File: config.mk
export PLATFORM = sky130hd
export DESIGN_NAME = thresh_evt_counter
export DESIGN_NICKNAME = d
export VERILOG_FILES = /design/src/rtl/thr_cnt_pkg.sv /design/src/rtl/thr_cfg_reg.sv /design/src/rtl/thr_cond.sv /design/src/rtl/cnt_accum.sv /design/src/rtl/thresh_evt_counter.sv
export SDC_FILE = /design/constraint.sdc
export NUM_CORES = 1
export LEC_CHECK = 0
export ABC_AREA = 1
export BUFFER_PORTS_ARGS = -buffer_cell sky130_fd_sc_hd__buf_2
export CAP_MARGIN = 10
export CORE_ASPECT_RATIO = 0.5
export CORE_UTILIZATION = 63
export CTS_CLUSTER_DIAMETER = 60
export DETAILED_ROUTE_END_ITERATION = 8
export PLACE_DENSITY_LB_ADDON = 0.05
export SETUP_SLACK_MARGIN = 0.02
export SLEW_MARGIN = 20
export SYNTH_ARGS = -nofsm -noshare
export SYNTH_HDL_FRONTEND = slang
export SYNTH_HIERARCHICAL = 1
export SYNTH_SLANG_ARGS = --single-unit
File: constraint.sdc
create_clock -name clk -period 6.6 [get_ports clk]
set_input_delay 0.66 -clock clk [delete_from_list [all_inputs] [get_ports clk]]
set_output_delay 0.66 -clock clk [all_outputs]
set_load 0.005 [all_outputs]
File: src/rtl/thr_cnt_pkg.sv
package thr_cnt_pkg;
  localparam int TH_FULL_W = 12;

  typedef struct packed {
    logic [2:0]           tc;
    logic                 te;
    logic [TH_FULL_W-1:0] th;
  } thr_cfg_t;

  typedef enum logic [1:0] {
    CMP_NE = 2'b00,
    CMP_EQ = 2'b01,
    CMP_GE = 2'b10,
    CMP_LT = 2'b11
  } cmp_sel_e;
endpackage

File: src/rtl/thr_cfg_reg.sv
module thr_cfg_reg
  import thr_cnt_pkg::*;
#(
  parameter int TH_W = 12
) (
  input  logic                 clk,
  input  logic                 rst,
  input  logic                 we,
  input  logic [2:0]           tc_in,
  input  logic                 te_in,
  input  logic [TH_FULL_W-1:0] th_in,
  output thr_cfg_t             cfg_q
);
  localparam logic [TH_FULL_W-1:0] TH_MASK =
    TH_FULL_W'((13'd1 << TH_W) - 13'd1);

  always_ff @(posedge clk) begin
    if (rst) begin
      cfg_q <= '0;
    end else if (we) begin
      cfg_q.tc <= tc_in;
      cfg_q.te <= te_in;
      cfg_q.th <= th_in & TH_MASK;
    end
  end
endmodule

File: src/rtl/thr_cond.sv
module thr_cond
  import thr_cnt_pkg::*;
#(
  parameter int VB_W  = 12,
  parameter int CNT_W = 64
) (
  input  logic             clk,
  input  logic             rst,
  input  logic             cfg_wr,
  input  thr_cfg_t         cfg,
  input  logic [VB_W-1:0]  evt_val,
  output logic [CNT_W-1:0] inc_amt
);
  localparam int CMP_W = (VB_W > TH_FULL_W) ? VB_W : TH_FULL_W;

  logic [CMP_W-1:0] cmp_vb, cmp_th;
  logic is_eq, is_ge, level_hit, thr_off;
  logic base_now, prev_base, prev_vld, rise, fall, edge_hit;

  assign cmp_vb = CMP_W'(evt_val);
  assign cmp_th = CMP_W'(cfg.th);
  assign is_eq  = (cmp_vb == cmp_th);
  assign is_ge  = (cmp_vb >= cmp_th);

  always_comb begin
    case (cmp_sel_e'(cfg.tc[2:1]))
      CMP_NE:  level_hit = !is_eq;
      CMP_EQ:  level_hit = is_eq;
      CMP_GE:  level_hit = is_ge;
      default: level_hit = !is_ge;
    endcase
  end

  assign thr_off  = (cfg.tc == 3'b000) && (cfg.th == '0);
  assign base_now = cfg.tc[2] ? is_ge : is_eq;
  assign rise     = prev_vld && base_now && !prev_base;
  assign fall     = prev_vld && !base_now && prev_base;

  always_comb begin
    case (cfg.tc[1:0])
      2'b01:   edge_hit = cfg.tc[2] ? rise : fall;
      2'b10:   edge_hit = rise | fall;
      2'b11:   edge_hit = cfg.tc[2] ? fall : rise;
      default: edge_hit = 1'b0;
    endcase
  end

  always_ff @(posedge clk) begin
    if (rst || cfg_wr) begin
      prev_vld  <= 1'b0;
      prev_base <= 1'b0;
    end else begin
      prev_vld  <= 1'b1;
      prev_base <= base_now;
    end
  end

  always_comb begin
    if (cfg.te)
      inc_amt = edge_hit ? CNT_W'(1) : '0;
    else if (thr_off)
      inc_amt = CNT_W'(evt_val);
    else if (level_hit)
      inc_amt = cfg.tc[0] ? CNT_W'(1) : CNT_W'(evt_val);
    else
      inc_amt = '0;
  end
endmodule

File: src/rtl/cnt_accum.sv
module cnt_accum #(
  parameter int CNT_W = 64
) (
  input  logic             clk,
  input  logic             rst,
  input  logic             en,
  input  logic             we,
  input  logic [CNT_W-1:0] wdata,
  input  logic [CNT_W-1:0] inc_amt,
  output logic [CNT_W-1:0] cnt_q,
  output logic             ovf_q
);
  logic [CNT_W:0] sum_ext;
  assign sum_ext = {1'b0, cnt_q} + {1'b0, inc_amt};

  always_ff @(posedge clk) begin
    if (rst) begin
      cnt_q <= '0;
      ovf_q <= 1'b0;
    end else begin
      ovf_q <= 1'b0;
      if (we) begin
        cnt_q <= wdata;
      end else if (en) begin
        cnt_q <= sum_ext[CNT_W-1:0];
        ovf_q <= sum_ext[CNT_W];
      end
    end
  end
endmodule

File: src/rtl/thresh_evt_counter.sv
module thresh_evt_counter
  import thr_cnt_pkg::*;
#(
  parameter int VB_W  = 12,
  parameter int TH_W  = 12,
  parameter int CNT_W = 64
) (
  input  logic             clk,
  input  logic             rst,
  input  logic             cnt_en,
  input  logic [VB_W-1:0]  evt_val,
  input  logic             cfg_we,
  input  logic [2:0]       cfg_tc,
  input  logic             cfg_te,
  input  logic [11:0]      cfg_th,
  output logic [2:0]       cfg_tc_q,
  output logic             cfg_te_q,
  output logic [11:0]      cfg_th_q,
  input  logic             cnt_we,
  input  logic [CNT_W-1:0] cnt_wdata,
  output logic [CNT_W-1:0] cnt_q,
  output logic             ovf_pulse
);
  thr_cfg_t         cfg;
  logic [CNT_W-1:0] inc_amt;

  thr_cfg_reg #(.TH_W(TH_W)) cfg_i (
    .clk(clk), .rst(rst), .we(cfg_we),
    .tc_in(cfg_tc), .te_in(cfg_te), .th_in(cfg_th), .cfg_q(cfg)
  );

  thr_cond #(.VB_W(VB_W), .CNT_W(CNT_W)) cond_i (
    .clk(clk), .rst(rst), .cfg_wr(cfg_we), .cfg(cfg),
    .evt_val(evt_val), .inc_amt(inc_amt)
  );

  cnt_accum #(.CNT_W(CNT_W)) acc_i (
    .clk(clk), .rst(rst), .en(cnt_en), .we(cnt_we), .wdata(cnt_wdata),
    .inc_amt(inc_amt), .cnt_q(cnt_q), .ovf_q(ovf_pulse)
  );

  assign cfg_tc_q = cfg.tc;
  assign cfg_te_q = cfg.te;
  assign cfg_th_q = cfg.th;
endmodule

* Yosys cells after proc, flatten, opt, wreduce, memory -nomap -nowiden
Index checks and enable logic that the tools add are counted.
** Word-level totals
- Output and inout port bits :: 81
- Logic and storage cells :: 45
- Bits in registers :: 83
** Operators by class
- Add/sub/neg operators :: 1
- Equal/unequal tests :: 6
- Magnitude comparators :: 1
- Multiplexer cells :: 13
- Bitwise logic cells :: 2
- Reduce and logical (&&, ||, !) cells :: 15
** Operator list (count)
- 64-bit 2-to-1 mux :: 5
- 64-bit by 64-bit adder with 65-bit output :: 1
- 12-bit equality test :: 1
- 12-bit >= comparator :: 1
- 12-bit zero test :: 1
- 12-bit 2-to-1 mux :: 1
- 2-bit equality test, second input constant :: 3
- 1-bit one-hot mux with 3 select lines :: 2
- 1-bit logical AND :: 5
- 1-bit 2-to-1 mux :: 5
- 2-bit by 1-bit equality test with 1-bit output, second input constant :: 2
- 1-bit zero test :: 4
- 3-bit zero test :: 1
- 3-bit OR reduction :: 1
- 2-bit zero test :: 1
- 2-bit nonzero test :: 1
- 1-bit logical OR :: 1
- 1-bit NOT :: 1
- 1-bit bitwise OR :: 1

* Logic depth before layout (Yosys ltp)
- Depth after elaboration :: 12
- Mapped depth :: 30

* Cells and area by module
The synthesis kept the hierarchy.
** By module, submodules not included
- cnt_accum :: cells each 1552, area each 8234.1 µm², times used 1
- thr_cond :: cells each 170, area each 1094.8 µm², times used 1
- thr_cfg_reg :: cells each 101, area each 670.6 µm², times used 1

* Worst setup path before layout
OpenSTA, ideal clock, no wires.
- Path kind :: input-to-reg
- From :: in evt_val[7]
- To :: reg acc_i.cnt_q[32]
- Data arrival time :: 3288 ps
- Library setup time :: 132 ps
- Path buffers :: 1
- Path slack :: 3180 ps
- Stages on the path :: 21
- Cell sequence :: ha_1 -> a21o_1 -> o21ai_0 -> nand3_2 -> nand3_1 -> nand3_2 -> nand2_2 -> buf_6 -> nor2_2 -> fa_1 -> nand3_1 -> nand3_1 -> nand2_1 -> nand2_1 -> nand2_1 -> nand2_1 -> nand2_1 -> nand2_1 -> or2_2 -> nand3_1 -> a21oi_1
** On the way
- Elaborated cells on any way between the ends :: 23
- Classes of those cells :: add/sub (1); order compare (1); eq/ne (1); mux (12); bitwise (1); reduce/logical (7)
** RTL lines
- start, declared :: line thresh_evt_counter.sv:11 : input logic [VB_W-1:0] evt_val,
- 12-bit >= comparator or 12-bit equality test (tied branches) :: line thr_cond.sv:23, thr_cond.sv:22
- 1-bit zero test (on tied branches) :: line thr_cond.sv:30, thr_cond.sv:27
- 1-bit one-hot mux with 3 select lines (*) :: line thr_cond.sv:26 : case (cmp_sel_e'(cfg.tc[2:1]))
- 64-bit 2-to-1 mux (*) :: line thr_cond.sv:63 : else if (level_hit)
- 64-bit 2-to-1 mux (*) :: line thr_cond.sv:61 : else if (thr_off)
- 64-bit 2-to-1 mux (*) :: line thr_cond.sv:59 : if (cfg.te)
- named net inc_amt[1] :: line thresh_evt_counter.sv:25 : logic [CNT_W-1:0] inc_amt;
- 64-bit by 64-bit adder with 65-bit output (*) :: line cnt_accum.sv:14 : assign sum_ext = {1'b0, cnt_q} + {1'b0, inc_amt};
- 64-bit 2-to-1 mux (*) :: line cnt_accum.sv:24 : end else if (en) begin
- 64-bit 2-to-1 mux (*) :: line cnt_accum.sv:22 : if (we) begin
- end signal, assigned :: line cnt_accum.sv:23 : cnt_q <= wdata;
- end signal, assigned :: line cnt_accum.sv:25 : cnt_q <= sum_ext[CNT_W-1:0];
- end, declared :: line cnt_accum.sv:10 : output logic [CNT_W-1:0] cnt_q,
Mark *: on every way through the listed nets, which the timed path passes. The rest lies on a longest branch. The select of a mux whose other input is x is not followed.
A chain may end at the register's enable or synchronous reset.

* Final worst setup path
- From :: reg cfg_i/cfg_q[3] in the netlist's numbering
- To :: reg acc_i.cnt_q[36]
** On the way
- Elaborated cells on any way between the ends :: 24
- Classes of those cells :: add/sub (1); order compare (1); eq/ne (1); mux (11); bitwise (1); reduce/logical (9)
** RTL lines
- start, declared :: line thr_cfg_reg.sv:12 : output thr_cfg_t cfg_q
- 12-bit >= comparator or 12-bit equality test (tied branches) :: line thr_cond.sv:23, thr_cond.sv:22
- 1-bit zero test (on tied branches) :: line thr_cond.sv:30, thr_cond.sv:27
- 1-bit one-hot mux with 3 select lines :: line thr_cond.sv:26
- 64-bit 2-to-1 mux :: line thr_cond.sv:63
- 64-bit 2-to-1 mux (*) :: line thr_cond.sv:61
- 64-bit 2-to-1 mux (*) :: line thr_cond.sv:59
- named net inc_amt[1] :: line thresh_evt_counter.sv:25
- 64-bit by 64-bit adder with 65-bit output (*) :: line cnt_accum.sv:14
- 64-bit 2-to-1 mux (*) :: line cnt_accum.sv:24
- 64-bit 2-to-1 mux (*) :: line cnt_accum.sv:22
Marks and branches as above.

==> PnR_summary.wiki <==
{| class="wikitable"
! Metric !! Value
|-
| Run status || finished clean
|-
| Transition at the pin with the smallest max-transition slack || 1.002 ns
|-
| Half-perimeter wire length after placement || 25.04 mm
|-
| Endpoint kind of the worst setup timing path || flip-flop
|-
| Longest Clk Path Bufs || 2
|-
| Post-Syn Instances || 1823
|-
| CTS Hold Bufs || 0
|-
| Antenna violations before repair || 0
|-
| Startpoint of the most critical register-to-register path || cfg_i/cfg_q[3]
|-
| Hold crit path type || flip-flop to flip-flop
|-
| Placed instance count || 2175
|-
| Multiplexer share of the synthesized area || 0%
|-
| Cell seen most often among critical-path stages || nand2_1
|-
| Routed wirelength normalized by instance count || 14.16 um
|-
| Final setup TNS || 0 ns
|-
| Leakage || 6.702 nW
|-
| Max-cap violations || 0
|-
| Largest vdd supply drop || 0.1197 mV
|-
| Global Route Usage Sum || 38.05%
|-
| Setup repair after global routing missed its margin || no
|-
| Number of flops mapped to enable cells by yosys || 0
|-
| Total count of hold-check failures in the final report || 0
|-
| Number of buffers added by the clock tree synthesis step || 9
|-
| # port buffers || 177
|-
| Type of the worst setup path || flip-flop to flip-flop
|-
| Final core utilization || 71.96%
|-
| Residual antenna-violating net count after detailed routing || 0
|-
| Clock transition at the registers of the reported paths || 0.08 ns
|-
| N_diodes || 0
|-
| Detailed Route WL || 31.02 mm
|-
| Slew Limit Fails || 0
|-
| Number of iterations in the first detailed-routing pass || 6
|-
| Vias || 11440
|-
| Register area || 1662 um^2
|-
| Adder-cell area share of the yosys netlist || 9.710%
|-
| FILL cells || 1446
|-
| Via count of the first global-routing pass || 10300
|-
| Worst EP arrival || 4.11 ns
|-
| Post-cts resize count || 0
|-
| Yosys synthesis warning count || 6
|-
| Synthesis-to-layout area growth || 11.21%
|-
| Initial core utilization || 64.70%
|-
| Pin count of the biggest net entering global routing || 69
|-
| Most area-hungry cell type in the Yosys netlist || nand2_1
|-
| Fraction of synthesized cell area in xor and xnor cells || 0.7007%
|-
| Total die area || 16410 um^2
|-
| Number of remaining DRC errors || 0
|-
| Sequential cell area fraction in the yosys report || 16.62%
|-
| Number of cell rows || 32
|-
| Top area cells in the synthesized netlist || nand2_1, dfxtp_1, inv_1, ha_1, a21oi_1
|-
| Pre-CTS setup slack || 2.526 ns
|-
| Final layout net count || 2156
|-
| Dominant combinational cell family by area after synthesis || simple AND/OR/NAND/NOR gates
|-
| H-tree level count || 3
|-
| Final worst-path cycle share || 58.07%
|-
| Die H || 91.09 um
|-
| Launch instance of the worst min-delay path || acc_i/cnt_q[12]
|-
| Post-synth top area share || 25.41%
|-
| Final critical delay including setup and external delays || 3.833 ns
|-
| Chip width || 180.2 um
|-
| Power per unit of standard cell area || 166.5 nW/um^2
|-
| Most frequent cells after synthesis || nand2_1, inv_1, nor2_1
|-
| Synthesized-area fraction occupied by ao, oa, aoi and oai cells || 12.53%
|-
| Launch point of the critical path || cfg_i/cfg_q[3]
|-
| Clock Skew || 0.01251 ns
|-
| Slowest stage delay, CP || 0.48 ns
|-
| Number of violations reported at the end of detailed-routing iteration 0 || 950
|-
| Proportion of layout cells with a drive suffix above 1 || 13.24%
|-
| Peak fanout along the critical path || 11
|-
| Post-Synthesis Mean Instance Area || 5.485 um^2
|-
| Global-route wire length before repair || 49.60 mm
|-
| Critical path data required time || 6.88 ns
|-
| Total grt overflow || 0
|-
| Root Buffer || clkbuf_16
|-
| Area of combinational cells with multiple inputs || 6614 um^2
|-
| Number of cells in the finished layout apart from fillers || 2191
|-
| Fin worst setup slack || 2.767 ns
|-
| Area fraction in and, or, nand and nor cells after synthesis || 41.15%
|-
| Number of distinct library cells after synthesis || 39
|-
| Synth Register Bits || 83
|-
| Dominant cell by count in the synthesized netlist || nand2_1
|-
| Setup Fix Bufs, Post-CTS || 0
|-
| Share of flip-flops with an asynchronous set or reset || 0%
|-
| Most instantiated flip-flop cell in the synthesis netlist || dfxtp_1
|-
| Tot Pwr || 0.001851 W
|-
| Placer congestion estimate || 1.002
|-
| Clock network latency to the later pin of the worst-skew pair || 0.37 ns
|-
| Clock tree from TritonCTS || done
|-
| Post-synthesis instance area || 10000 um^2
|-
| I/O pins || 178
|-
| Via-per-instance ratio || 5.223
|-
| Slowest-stage cell, CP || fa_1
|-
| Highest clock frequency the design can meet || 260.9 MHz
|-
| Total core area || 15450 um^2
|-
| Total number of clock tree sinks || 83
|-
| Critical path startpoint category || flip-flop
|-
| Setup violation total in the final timing report || 0
|-
| Slew headroom || 33.13%
|}
-- flip-flops by register name, summed over array words and instances (netlist names) --
signal            cells
acc_i/cnt_q          64
cfg_i/cfg_q          16
acc_i/ovf_q           1
cond_i/prev_base      1
cond_i/prev_vld       1
-- where the power goes --
group / switching [W] / internal (W) / total [W]
registers: 0.0000378 / 0.000540 / 0.000578
logic: 0.000477 / 0.000257 / 0.000734
clock network: 0.000270 / 0.000270 / 0.000540
-- worst paths after layout --
kind / cells after the start / endpoint / slack (ns)
setup reg to reg: 25 / acc_i/cnt_q[36] / 2.77
setup / recovery: 25 / acc_i/cnt_q[36] / 2.77
hold / removal: 2 / acc_i/cnt_q[12] / 0.51
hold reg to reg: 2 / acc_i/cnt_q[12] / 0.51
-- cell families (layout without fill, tap and decap cells) --
family | after synthesis | in the layout
adder cells (fa/ha/maj) | 77 | 77
AND/OR/NAND/NOR | 985 | 985
flip-flops | 83 | 83
AO/OA/AOI/OAI | 219 | 219
other | 1 | 52
buffers and inverters | 450 | 563
XOR/XNOR | 8 | 8
-- through the flow --
stage,area (um^2),hold WS [ns]
floorplan,10190,0.4892
global placement,10820,0.4927
detailed placement,10820,0.4979
CTS,11120,0.5094
global route,11120,0.5283
finish,11120,0.5104
-- critical path, delay by kind of cell (launching register included) --
kind / cells / cell delay, ns
buffers and inverters: 2 / 0.19
and+or+nand+nor: 20 / 2.18
AOI/OAI and AO/OA: 1 / 0.17
adders and majority gates: 2 / 0.78
DFF: 1 / 0.45
-- layout make-up --
class | count | area share, %
multi-input combinational | 1341 | 59.47
clock buffer | 9 | 2.025
timing repair buffer | 181 | 8.236
inverter | 366 | 12.35
sequential | 83 | 14.94
tap | 204 | 2.295
clock inverter | 7 | 0.6751
-- metal layers --
metal	GRT usage, %	wire length [um]	vias up
met3	7.140	2713	69
met4	13.53	901	0
met2	62.18	13200	479
li1	-	-	5835
met5	0	0	-
met1	50.02	14200	5060
-- cells in the final DEF, fill, tap and decap left out, drive strengths merged --
master,synthesis,layout
fa,1,1
clkbuf,22,9
buf,62,181
a31o,1,1
o211ai,1,1
o21bai,3,3
nand3b,10,10
dfxtp,83,83
nor3,20,20
nand3,84,84
clkinvlp,0,1
a21oi,120,120
xor2,8,8
inv,366,371
nand4,8,8
a31oi,16,16
and2,4,4
and3,1,1
o31ai,1,1
ha,76,76
or2,1,1
nor4,4,4
a22oi,47,47
a21o,1,1
o21ai,29,29
nor2,159,159
conb,1,52
nand2,694,694
clkinv,0,1
Note: power is estimated with default switching activity, not from simulation.
